$ cat src/rtl/bsa_pkg.sv
package bsa_pkg;

  // Strobes from control to datapath
  typedef struct packed {
    logic loadEn;   // capture operands, seed carry, clear result
    logic shiftEn;  // advance one bit position
  } bsa_strobe_t;

  typedef enum logic [1:0] {
    ST_IDLE = 2'd0,
    ST_RUN  = 2'd1,
    ST_FIN  = 2'd2
  } bsa_state_t;

endpackage

$ cat src/rtl/bsa_full_adder.sv
module bsa_full_adder (
  input  logic x,
  input  logic y,
  input  logic ci,
  output logic s,
  output logic co
);
  always_comb begin
    s  = x ^ y ^ ci;
    co = (x & y) | (ci & (x ^ y));
  end
endmodule

$ cat src/rtl/bsa_shift_reg.sv
// Right-shifting operand register with single-cycle parallel load.
module bsa_shift_reg #(
  parameter int W = 8
) (
  input  logic         clk,
  input  logic         rst,
  input  logic         loadEn,
  input  logic [W-1:0] loadVal,
  input  logic         shiftEn,
  output logic         lsb
);
  logic [W-1:0] q;

  always_ff @(posedge clk) begin
    if (rst)          q <= '0;
    else if (loadEn)  q <= loadVal;
    else if (shiftEn) q <= {1'b0, q[W-1:1]};
  end

  assign lsb = q[0];
endmodule

$ cat src/rtl/bsa_datapath.sv
module bsa_datapath
  import bsa_pkg::*;
#(
  parameter int W = 8
) (
  input  logic         clk,
  input  logic         rst,
  input  bsa_strobe_t  strobe,
  input  logic [W-1:0] opA,
  input  logic [W-1:0] opB,
  input  logic         carryIn,
  output logic [W-1:0] sum,
  output logic         carryOut
);
  localparam int NOPS = 2;

  logic [NOPS-1:0][W-1:0] opVals;
  logic [NOPS-1:0]        opBits;
  logic                   sumBit;
  logic                   nextCarry;
  logic                   carryQ;
  logic [W-1:0]           resQ;

  assign opVals[0] = opA;
  assign opVals[1] = opB;

  for (genvar i = 0; i < NOPS; i++) begin : g_op
    bsa_shift_reg #(.W(W)) u_opReg (
      .clk     (clk),
      .rst     (rst),
      .loadEn  (strobe.loadEn),
      .loadVal (opVals[i]),
      .shiftEn (strobe.shiftEn),
      .lsb     (opBits[i])
    );
  end

  bsa_full_adder u_fa (
    .x  (opBits[0]),
    .y  (opBits[1]),
    .ci (carryQ),
    .s  (sumBit),
    .co (nextCarry)
  );

  always_ff @(posedge clk) begin
    if (rst) begin
      carryQ <= 1'b0;
      resQ   <= '0;
    end else if (strobe.loadEn) begin
      carryQ <= carryIn;
      resQ   <= '0;
    end else if (strobe.shiftEn) begin
      carryQ <= nextCarry;
      resQ   <= {sumBit, resQ[W-1:1]};
    end
  end

  assign sum      = resQ;
  assign carryOut = carryQ;
endmodule

$ cat src/rtl/bsa_control.sv
module bsa_control
  import bsa_pkg::*;
#(
  parameter int W = 8
) (
  input  logic        clk,
  input  logic        rst,
  input  logic        load,
  input  logic        start,
  output bsa_strobe_t strobe,
  output logic        done
);
  localparam int CW = $clog2(W) + 1;
  localparam logic [CW-1:0] LAST = CW'(W - 1);

  bsa_state_t    state, stateNext;
  logic [CW-1:0] bitCnt;

  always_comb begin
    stateNext      = state;
    strobe.loadEn  = load;
    strobe.shiftEn = 1'b0;
    if (load) begin
      stateNext = ST_IDLE;
    end else begin
      unique case (state)
        ST_IDLE: if (start) stateNext = ST_RUN;
        ST_RUN: begin
          strobe.shiftEn = 1'b1;
          if (bitCnt == LAST) stateNext = ST_FIN;
        end
        ST_FIN:  stateNext = ST_FIN;
        default: stateNext = ST_IDLE;
      endcase
    end
  end

  always_ff @(posedge clk) begin
    if (rst) begin
      state  <= ST_IDLE;
      bitCnt <= '0;
    end else begin
      state <= stateNext;
      if (load)                bitCnt <= '0;
      else if (strobe.shiftEn) bitCnt <= bitCnt + 1'b1;
    end
  end

  assign done = (state == ST_FIN);
endmodule

$ cat src/rtl/bit_serial_adder.sv
module bit_serial_adder
  import bsa_pkg::*;
#(
  parameter int W = 8
) (
  input  logic         clk,
  input  logic         rst,
  input  logic         load,
  input  logic         start,
  input  logic [W-1:0] opA,
  input  logic [W-1:0] opB,
  input  logic         carryIn,
  output logic [W-1:0] sum,
  output logic         carryOut,
  output logic         done
);
  bsa_strobe_t strobe;

  bsa_control #(.W(W)) u_ctrl (
    .clk    (clk),
    .rst    (rst),
    .load   (load),
    .start  (start),
    .strobe (strobe),
    .done   (done)
  );

  bsa_datapath #(.W(W)) u_dp (
    .clk      (clk),
    .rst      (rst),
    .strobe   (strobe),
    .opA      (opA),
    .opB      (opB),
    .carryIn  (carryIn),
    .sum      (sum),
    .carryOut (carryOut)
  );
endmodule

$ cat config.mk
export PLATFORM = sky130hd
export DESIGN_NAME = bit_serial_adder
export DESIGN_NICKNAME = d
export VERILOG_FILES = /design/src/rtl/bsa_pkg.sv /design/src/rtl/bsa_full_adder.sv /design/src/rtl/bsa_shift_reg.sv /design/src/rtl/bsa_datapath.sv /design/src/rtl/bsa_control.sv /design/src/rtl/bit_serial_adder.sv
export SDC_FILE = /design/constraint.sdc
export NUM_CORES = 1
export LEC_CHECK = 0
export BUFFER_PORTS_ARGS = -buffer_cell sky130_fd_sc_hd__buf_4
export CORE_MARGIN = 3
export CORE_UTILIZATION = 56
export CTS_CLUSTER_DIAMETER = 120
export DETAILED_ROUTE_END_ITERATION = 8
export PLACE_DENSITY_LB_ADDON = 0.15
export SLEW_MARGIN = 25
export SYNTH_ARGS = -nofsm -noshare
export SYNTH_HDL_FRONTEND = slang
export SYNTH_SLANG_ARGS = --single-unit
$ cat constraint.sdc
create_clock -name clk -period 3.2 [get_ports clk]
set_clock_uncertainty 0.15 [all_clocks]
set_input_delay 0 -clock clk [delete_from_list [all_inputs] [get_ports clk]]
set_output_delay 0 -clock clk [all_outputs]
set_load 0.05 [all_outputs]
Yosys cells after proc, flatten, opt, wreduce, memory -nomap -nowiden --
Cells that the tools add are included.
Cells by class: reductions and logical operators 4, eq/ne operators 5, bitwise operators 5, add/subtract/negate cells 1, muxes and demuxes 11
Operators with widths (count):
- $mux 8 | 4
- $pmux 2 s3 | 1
- $add 4x1->4 const B | 1
- $eq 4x3->1 const B | 1
- $mux 1 | 4
- $mux 2 | 2
- $and 1x1->1 | 2
- $eq 2x1->1 const B | 1
- $eq 2x2->1 const B | 1
- $logic_not 2->1 | 1
- $ne 2x1->1 const B | 1
- $ne 2x2->1 const B | 1
- $reduce_and 2->1 | 1
- $reduce_bool 2->1 | 1
- $reduce_or 2->1 | 1
- $xor 1x1->1 | 2
- $or 1x1->1 | 1
Word-level totals: bits of input ports 21, register bits after elaboration 31, output and inout bits 10, logic and storage cells 32

Longest topological paths before layout --
Gate-level depths: netlist of the first run.
depth after elaboration 5, gate-level depth with buffers 6, mapped depth without buffers 5

Hierarchy --
From an unflattened synthesis of the first run, not the netlist that was laid out.
Unflattened totals: cells, all modules 141, area total of the unflattened synthesis 1450.1 um^2
Modules (own cells, without submodules):
- bsa_shift_reg | sequential area each 160.2 um^2, cells an instance 35, area an instance 369.1 um^2, instances 2
- bsa_control | sequential area each 120.1 um^2, cells an instance 38, area an instance 346.6 um^2, instances 1
- bsa_datapath | sequential area each 180.2 um^2, cells an instance 32, area an instance 345.3 um^2, instances 1
- bsa_full_adder | sequential area each 0.0 um^2, cells an instance 1, area an instance 20.0 um^2, instances 1

Worst setup path before layout of the first run --
No wires, ideal clock.
kind flip-flop to flip-flop, start point register u_dp.carryQ, in the netlist u_dp.carryOut, end point register u_dp.carryQ, in the netlist u_dp.carryOut, cell stages (with the launch flop) 5, setup slack 1.582 ns, data required time 2.933 ns, path buffers 0, period minus slack after synthesis 1.618 ns, arrival 1.351 ns, library setup time 0.117 ns, cell sequence dfxtp_1 -> fa_1 -> mux2_2 -> mux2i_1 -> nor2_1
Between the ends: cells in the longest elaborated chain, start to end 4
RTL lines:
- start: declaration | RTL line bsa_datapath.sv:21 | logic carryQ;
- start signal: assignment | RTL line bsa_datapath.sv:51 | carryQ <= carryIn;
- start signal: assignment | RTL line bsa_datapath.sv:54 | carryQ <= nextCarry;
- $and 1x1->1 | RTL line bsa_full_adder.sv:10 | co = (x & y) | (ci & (x ^ y));
- $or 1x1->1 | RTL line bsa_full_adder.sv:10
- $mux 1 | RTL line bsa_datapath.sv:53 | end else if (strobe.shiftEn) begin
- $mux 1 | RTL line bsa_datapath.sv:50 | end else if (strobe.loadEn) begin
No other way between the ends. The select of a mux whose other input is x is not followed. A chain may end at the register's enable or synchronous reset.

Final worst setup path of the first run --
start point register u_ctrl.state[1], end point register u_dp.g_op[0].u_opReg.q[5]
Between the ends: cells in the longest elaborated chain, start to end 4
RTL lines:
- start: declaration | RTL line bsa_control.sv:16 | bsa_state_t state, stateNext;
- start signal: assignment | RTL line bsa_control.sv:43 | state <= stateNext;
- $eq 2x1->1 | RTL line bsa_control.sv:26 | unique case (state)
- $mux 1 | RTL line bsa_control.sv:26
- $mux 1 | RTL line bsa_control.sv:23 | if (load) begin
- $reduce_bool 2->1 (no source line)
- end signal: assignment | RTL line bsa_shift_reg.sv:16 | else if (loadEn) q <= loadVal;
- end signal: assignment | RTL line bsa_shift_reg.sv:17 | else if (shiftEn) q <= {1'b0, q[W-1:1]};
- end: declaration | RTL line bsa_shift_reg.sv:12 | logic [W-1:0] q;
No other way between the ends.

==> metrics, run 1 <==
status complete, no violations; mux share of post-synthesis cell area 0.2967; CP startpoint kind flop; initial DRC count 71; most common cell after layout, fill and taps aside dlygate4sd3_1; final net count 239; Multi-input gate area roughly 720 um^2; slew margin rel. 0.7028; Max-Cap Viols 0; Reg area just over 600 um^2; Die Ht 56.23 um; CTS max path bufs 2; H-tree depth 2; Max Slew Vio Count 0; Syn Std Cell Area 0.001413 mm^2; CP Max Fanout 19; post-synthesis compound-gate area fraction 0.02657; hold crit path type input port to flop; CP endpoint kind flop; CP required 3.28 ns; worst-case vdd ir drop about 550 uV; num rows 17; worst skew pair latency 0.34 ns; first-pass GRT wire length 6768 um; simple-gate share of the synthesized area 0.1169; sequential area share after synthesis 0.4393; pin count of the biggest net entering global routing 22; minimum clock period 2.958 ns; synthesis-stage register bit count 31; setup TNS 0 ns; fraction of layout cells with a size suffix above 1 0.2617; final period utilization 0.9244; Reg2Reg Setup Slack 0.24 ns; WHS 0.1233 ns; synth unique cells 23; CORE AREA roughly 0.0023 mm^2; total CTS buffers 5; All-Layer GR Usage 0.2843; launching point of the worst reg2reg path u_ctrl.state[1]; # DRC 0; clk root buf clkbuf_4; Final setup viols 0; largest family of logic cells by synthesized area multiplexers; hold path startpoint load; clock slew at reported path FFs 0.10 ns; Setup Buffers After CTS 0; routed vias 1232; most frequent cells in the layout 49 x dlygate4sd3_1, 31 x buf_4, 31 x dfxtp_1; DIE WIDTH 56.23 um; Leakage 0.9810 nW; drt wl/cell 17.31 um; RSZ-0062 raised after global routing false; drt first pass iters 4; Area Growth Syn to Fin 55.27%; clk sink count 31; starting density of the core 0.6149; post-detailed-route via-to-cell ratio 5.091; number of global-route vias before repair 1345; GP Congestion a little over 0.6; Detailed Route WL 4189 um; Final Non-Filler Cells about 240; Post-DRT Antenna Nets 0; initial antenna violation count 0; gr ovfl total 0; adder-cell share of the synthesized area 0.04960; worst slew pin tran 0.4459 ns; Power Dens Cells 413.9 mW/mm^2; die area 0.003161 mm^2; Synth Area in XOR/XNOR 0.01860; CP Class flop to flop; antenna cells 0; Final HPWL DP 1590 um; beginning of the critical path u_ctrl.state[1]; Syn Area/Cell ~11 um^2; num ports 31; placed cells 185; fin util 0.9548; Post-Syn Instances 134; CTS tree built; PortBufs 30; fillers 53; YS warnings 0; crit path DAT 3.04 ns; Peak Freq 0.3381 GHz; hold violation count in the final report 0; Syn Nets 160
==> cells in the mapped netlist (all sizes together) <==
library cell	instances	area share
a211oi	1	0.0053
xnor2	1	0.0062
nor2	30	0.080
nand4	1	0.0044
a21bo	1	0.0071
xor2	2	0.012
ha	4	0.035
a21oi	4	0.014
nand2	3	0.0080
or2	1	0.0044
nand3b	1	0.0053
nor2b	1	0.0044
inv	2	0.0053
nor3b	2	0.011
fa	1	0.014
buf	8	0.047
dfxtp	31	0.44
mux2	15	0.12
mux2i	25	0.18
==> what timing repair did <==
| item | 4_1_cts | 5_1_grt |
|---|---|---|
| endpoints found under the setup margin | 0 | 10 |
| resized for setup | 0 | 1 |
| hold buffers | 49 | 0 |
| hold endpoints to repair | 19 | 0 |
==> flip-flops by register name, summed over array words and instances, names as in the netlist <==
signal and flops:
u_dp.g_op.u_opReg.q 16, u_dp.sum 8, u_ctrl.bitCnt 4, u_ctrl.state 2, u_dp.carryOut 1
==> final cells by class <==
| cell class | instances | area share |
|---|---|---|
| Sequential cell | 31 | 0.2829 |
| Clock buffer | 6 | 0.02339 |
| Multi-Input combinational cell | 93 | 0.3286 |
| Tap cell | 28 | 0.01597 |
| Timing Repair Buffer | 80 | 0.3297 |
| Inverter | 2 | 0.003423 |
| Clock inverter | 2 | 0.01597 |
==> where the power goes <==
| part | switching, mW | internal (mW) |
|---|---|---|
| logic | 0.0652 | 0.102 |
| clock network | 0.146 | 0.185 |
| registers | 0.00962 | 0.401 |
| total | 0.221 | 0.687 |
==> path summary, 6_finish.rpt <==
| path | cells past startpoint | end |
|---|---|---|
| worst min-delay path | 4 | u_ctrl.state[1] |
| worst min register to register | 2 | u_ctrl.state[1] |
| worst max-delay path | 7 | u_dp.g_op[0].u_opReg.q[5] |
| worst max register to register | 7 | u_dp.g_op[0].u_opReg.q[5] |
==> per-stage QoR <==
step | setup WS, ns | area, um^2 | total power, mW
2_1_floorplan | 1.582 | 1413 | 0.4879
3_3_place_gp | 1.217 | 1614 | 0.5097
3_5_place_dp | 1.164 | 1614 | 0.5131
4_1_cts | 0.1800 | 2191 | 0.8834
5_1_grt | 0.1770 | 2193 | 0.9317
6_report | 0.2419 | 2193 | 0.9078
==> layer usage <==
metal,global-route usage,share of wire,up-vias
met5,0,0,-
met4,0.08136,0.013,0
met3,0.08121,0.037,6
met2,0.4958,0.51,36
met1,0.3367,0.44,584
li1,-,-,606
==> worst max-delay path: stages (launching register included) <==
cell           delay, ns
dfxtp_1             0.36
inv_1               0.10
ha_2                0.47
mux2_2              0.40
mux2i_1             0.18
dlygate4sd3_1       0.58
nor2_1              0.04
dlygate4sd3_1       0.57
==> cells by family after synthesis <==
family	Yosys count
multiplexers	40
AND/OR/NAND/NOR	39
flip-flops	31
buffers and inverters	10
AO/OA/AOI/OAI	6
adder cells (fa/ha/maj)	5
XOR/XNOR	3
Note: power is estimated with default switching activity, not from simulation.
==> run 2: changes to the inputs <==
--- a/config.mk
+++ b/config.mk
@@ -6,6 +6,7 @@
 export NUM_CORES = 1
 export LEC_CHECK = 0
 export BUFFER_PORTS_ARGS = -buffer_cell sky130_fd_sc_hd__buf_4
+export CORE_ASPECT_RATIO = 1.4
 export CORE_MARGIN = 3
 export CORE_UTILIZATION = 56
 export CTS_CLUSTER_DIAMETER = 120
==> run 2 against run 1 <==
Routed wire length grew 17%; sequential share of layout area grew 0.39 points; critical path depth is the same; power shrank 11%; utilization shrank 0.48 points; critical endpoint is now u_dp.g_op[1].u_opReg.q[6]; largest cell class unchanged; highest routed layer unchanged.
==> metrics, run 2 (synthesis results as in run 1) <==
Leakage 0.9621 nW (was 0.9810 nW); worst-case vdd ir drop 369.3 uV (was 548.6 uV); Peak Freq 0.3314 GHz (was 0.3381 GHz); hold crit path type input port to flop (unchanged); All-Layer GR Usage 0.3411 (was 0.2843); CTS max path bufs 2 (unchanged); post-route worst setup slack 0.1825 ns (was 0.2419 ns); status complete, no violations (unchanged); Max-Cap Viols 0 (unchanged); routed vias 1347 (was 1232); antenna cells 0 (unchanged); Final Non-Filler Cells 247 (was 242); DP Area 0.001620 mm^2 (was 0.001614 mm^2); most common cell after layout, fill and taps aside dlygate4sd3_1 (unchanged); Final HPWL DP 1698 um (was 1590 um); Post-Layout Inst Area 0.002163 mm^2 (was 0.002193 mm^2); num rows 20 (was 17); drt wl/cell 19.85 um (was 17.31 um); RSZ-0062 raised after global routing false (unchanged); pin count of the biggest net entering global routing 24 (was 22); PortBufs 30 (unchanged); initial DRC count 81 (was 71); gr ovfl total 0 (unchanged); DIE WIDTH 48.45 um (was 56.23 um); clk root buf clkbuf_4 (unchanged); slew margin rel. 0.6456 (was 0.7028); placed cells 190 (was 185); H-tree depth 2 (unchanged); WHS 0.1961 ns (was 0.1233 ns); starting density of the core 0.6203 (was 0.6149); CP Class flop to flop (unchanged); num ports 31 (unchanged); Post-DRT Antenna Nets 0 (unchanged); fillers 57 (was 53); drt first pass iters 4 (unchanged); die area 0.003170 mm^2 (was 0.003161 mm^2); GP Congestion 0.7322 (was 0.6144); PnR Total Power 0.8103 mW (was 0.9078 mW); # DRC 0 (unchanged); worst slew pin tran 0.5316 ns (was 0.4459 ns); hold violation count in the final report 0 (unchanged); max FFs per register 16 (unchanged); CP required 3.30 ns (was 3.28 ns); crit path DAT 3.12 ns (was 3.04 ns); Multi-input gate area 720.7 um^2 (unchanged); clock slew at reported path FFs 0.11 ns (was 0.10 ns); Area Growth Syn to Fin 53.14% (was 55.27%); worst skew pair latency 0.35 ns (was 0.34 ns); Power Dens Cells 374.5 mW/mm^2 (was 413.9 mW/mm^2); Max Slew Vio Count 0 (unchanged); number of global-route vias before repair 1504 (was 1345); final net count 239 (unchanged); fin util 0.9500 (was 0.9548); minimum clock period 3.018 ns (was 2.958 ns); Detailed Route WL 4902 um (was 4189 um); fraction of layout cells with a size suffix above 1 0.2523 (was 0.2617); Final setup viols 0 (unchanged); CP startpoint kind flop (unchanged); CP endpoint kind flop (unchanged); post-detailed-route via-to-cell ratio 5.453 (was 5.091); CORE AREA 0.002277 mm^2 (was 0.002297 mm^2); setup TNS 0 ns (unchanged); most frequent cells in the layout 49 x dlygate4sd3_1, 31 x buf_4, 31 x dfxtp_1 (unchanged); Biggest register u_dp.g_op.u_opReg.q (unchanged); initial antenna violation count 0 (unchanged); first-pass GRT wire length 7893 um (was 6768 um); Place WS 1.164 ns (about the same); CTS tree built (unchanged); clk sink count 31 (unchanged); total CTS buffers 5 (unchanged); CP Max Fanout 23 (was 19); final period utilization 0.9430 (was 0.9244); Reg area 620.6 um^2 (unchanged); Die Ht 65.43 um (was 56.23 um)
[run 2: cell types whose count changed in the layout (fill, tap and decap cells not counted), sizes merged]
| cell | previous run | this run |
|---|---|---|
| bufinv | 1 | 0 |
| clkbuf | 6 | 7 |
[run 2: worst paths after layout]
kind | from | end | slack [ns] | depth (start not counted)
max reg2reg | u_ctrl.state[1] | u_dp.g_op[1].u_opReg.q[6] | 0.18 | 7
min | load | u_ctrl.state[1] | 0.20 | 4
min reg2reg | u_dp.sum[2] | u_dp.sum[2] | 0.41 | 2
max | u_ctrl.state[1] | u_dp.g_op[1].u_opReg.q[6] | 0.18 | 7
[run 2: worst max-delay path, stage by stage, from the launching register on]
cell and delay [ns]:
dfxtp_1 0.35, inv_1 0.10, ha_2 0.53, mux2_2 0.42
mux2i_1 0.17, dlygate4sd3_1 0.59, nor2_1 0.06, dlygate4sd3_1 0.55
[run 2: report_power, final]
| group | total [mW] | switching [mW] | internal [mW] |
|---|---|---|---|
| registers | 0.412 | 0.0110 | 0.401 |
| logic | 0.172 | 0.0699 | 0.102 |
| clock network | 0.226 | 0.141 | 0.0855 |
| total | 0.810 | 0.222 | 0.588 |
[run 2: cell type report]
type	count	area share
repair buffers	80	0.3343
multi-input cells	93	0.3331
flip-flops and latches	31	0.2869
clock buffers	7	0.02082
well taps	33	0.01909
inverters	2	0.003470
clock inverters	1	0.002313
[run 2: timing repair]
| item | in CTS | in global routing |
|---|---|---|
| gates resized for setup | 0 | 1 |
| endpoints found under the hold margin | 19 | 0 |
| hold buffers | 49 | 0 |
| setup endpoints to repair | 0 | 11 |
| setup buffers | 0 | 0 |
[run 2: per-layer routing]
| metal | routed length, um | global-route usage | up-vias |
|---|---|---|---|
| li1 | - | - | 607 |
| met1 | 1901 | 0.3705 | 645 |
| met2 | 2550 | 0.6241 | 77 |
| met3 | 267 | 0.07029 | 18 |
| met4 | 183 | 0.1744 | 0 |
| met5 | 0 | 0 | - |
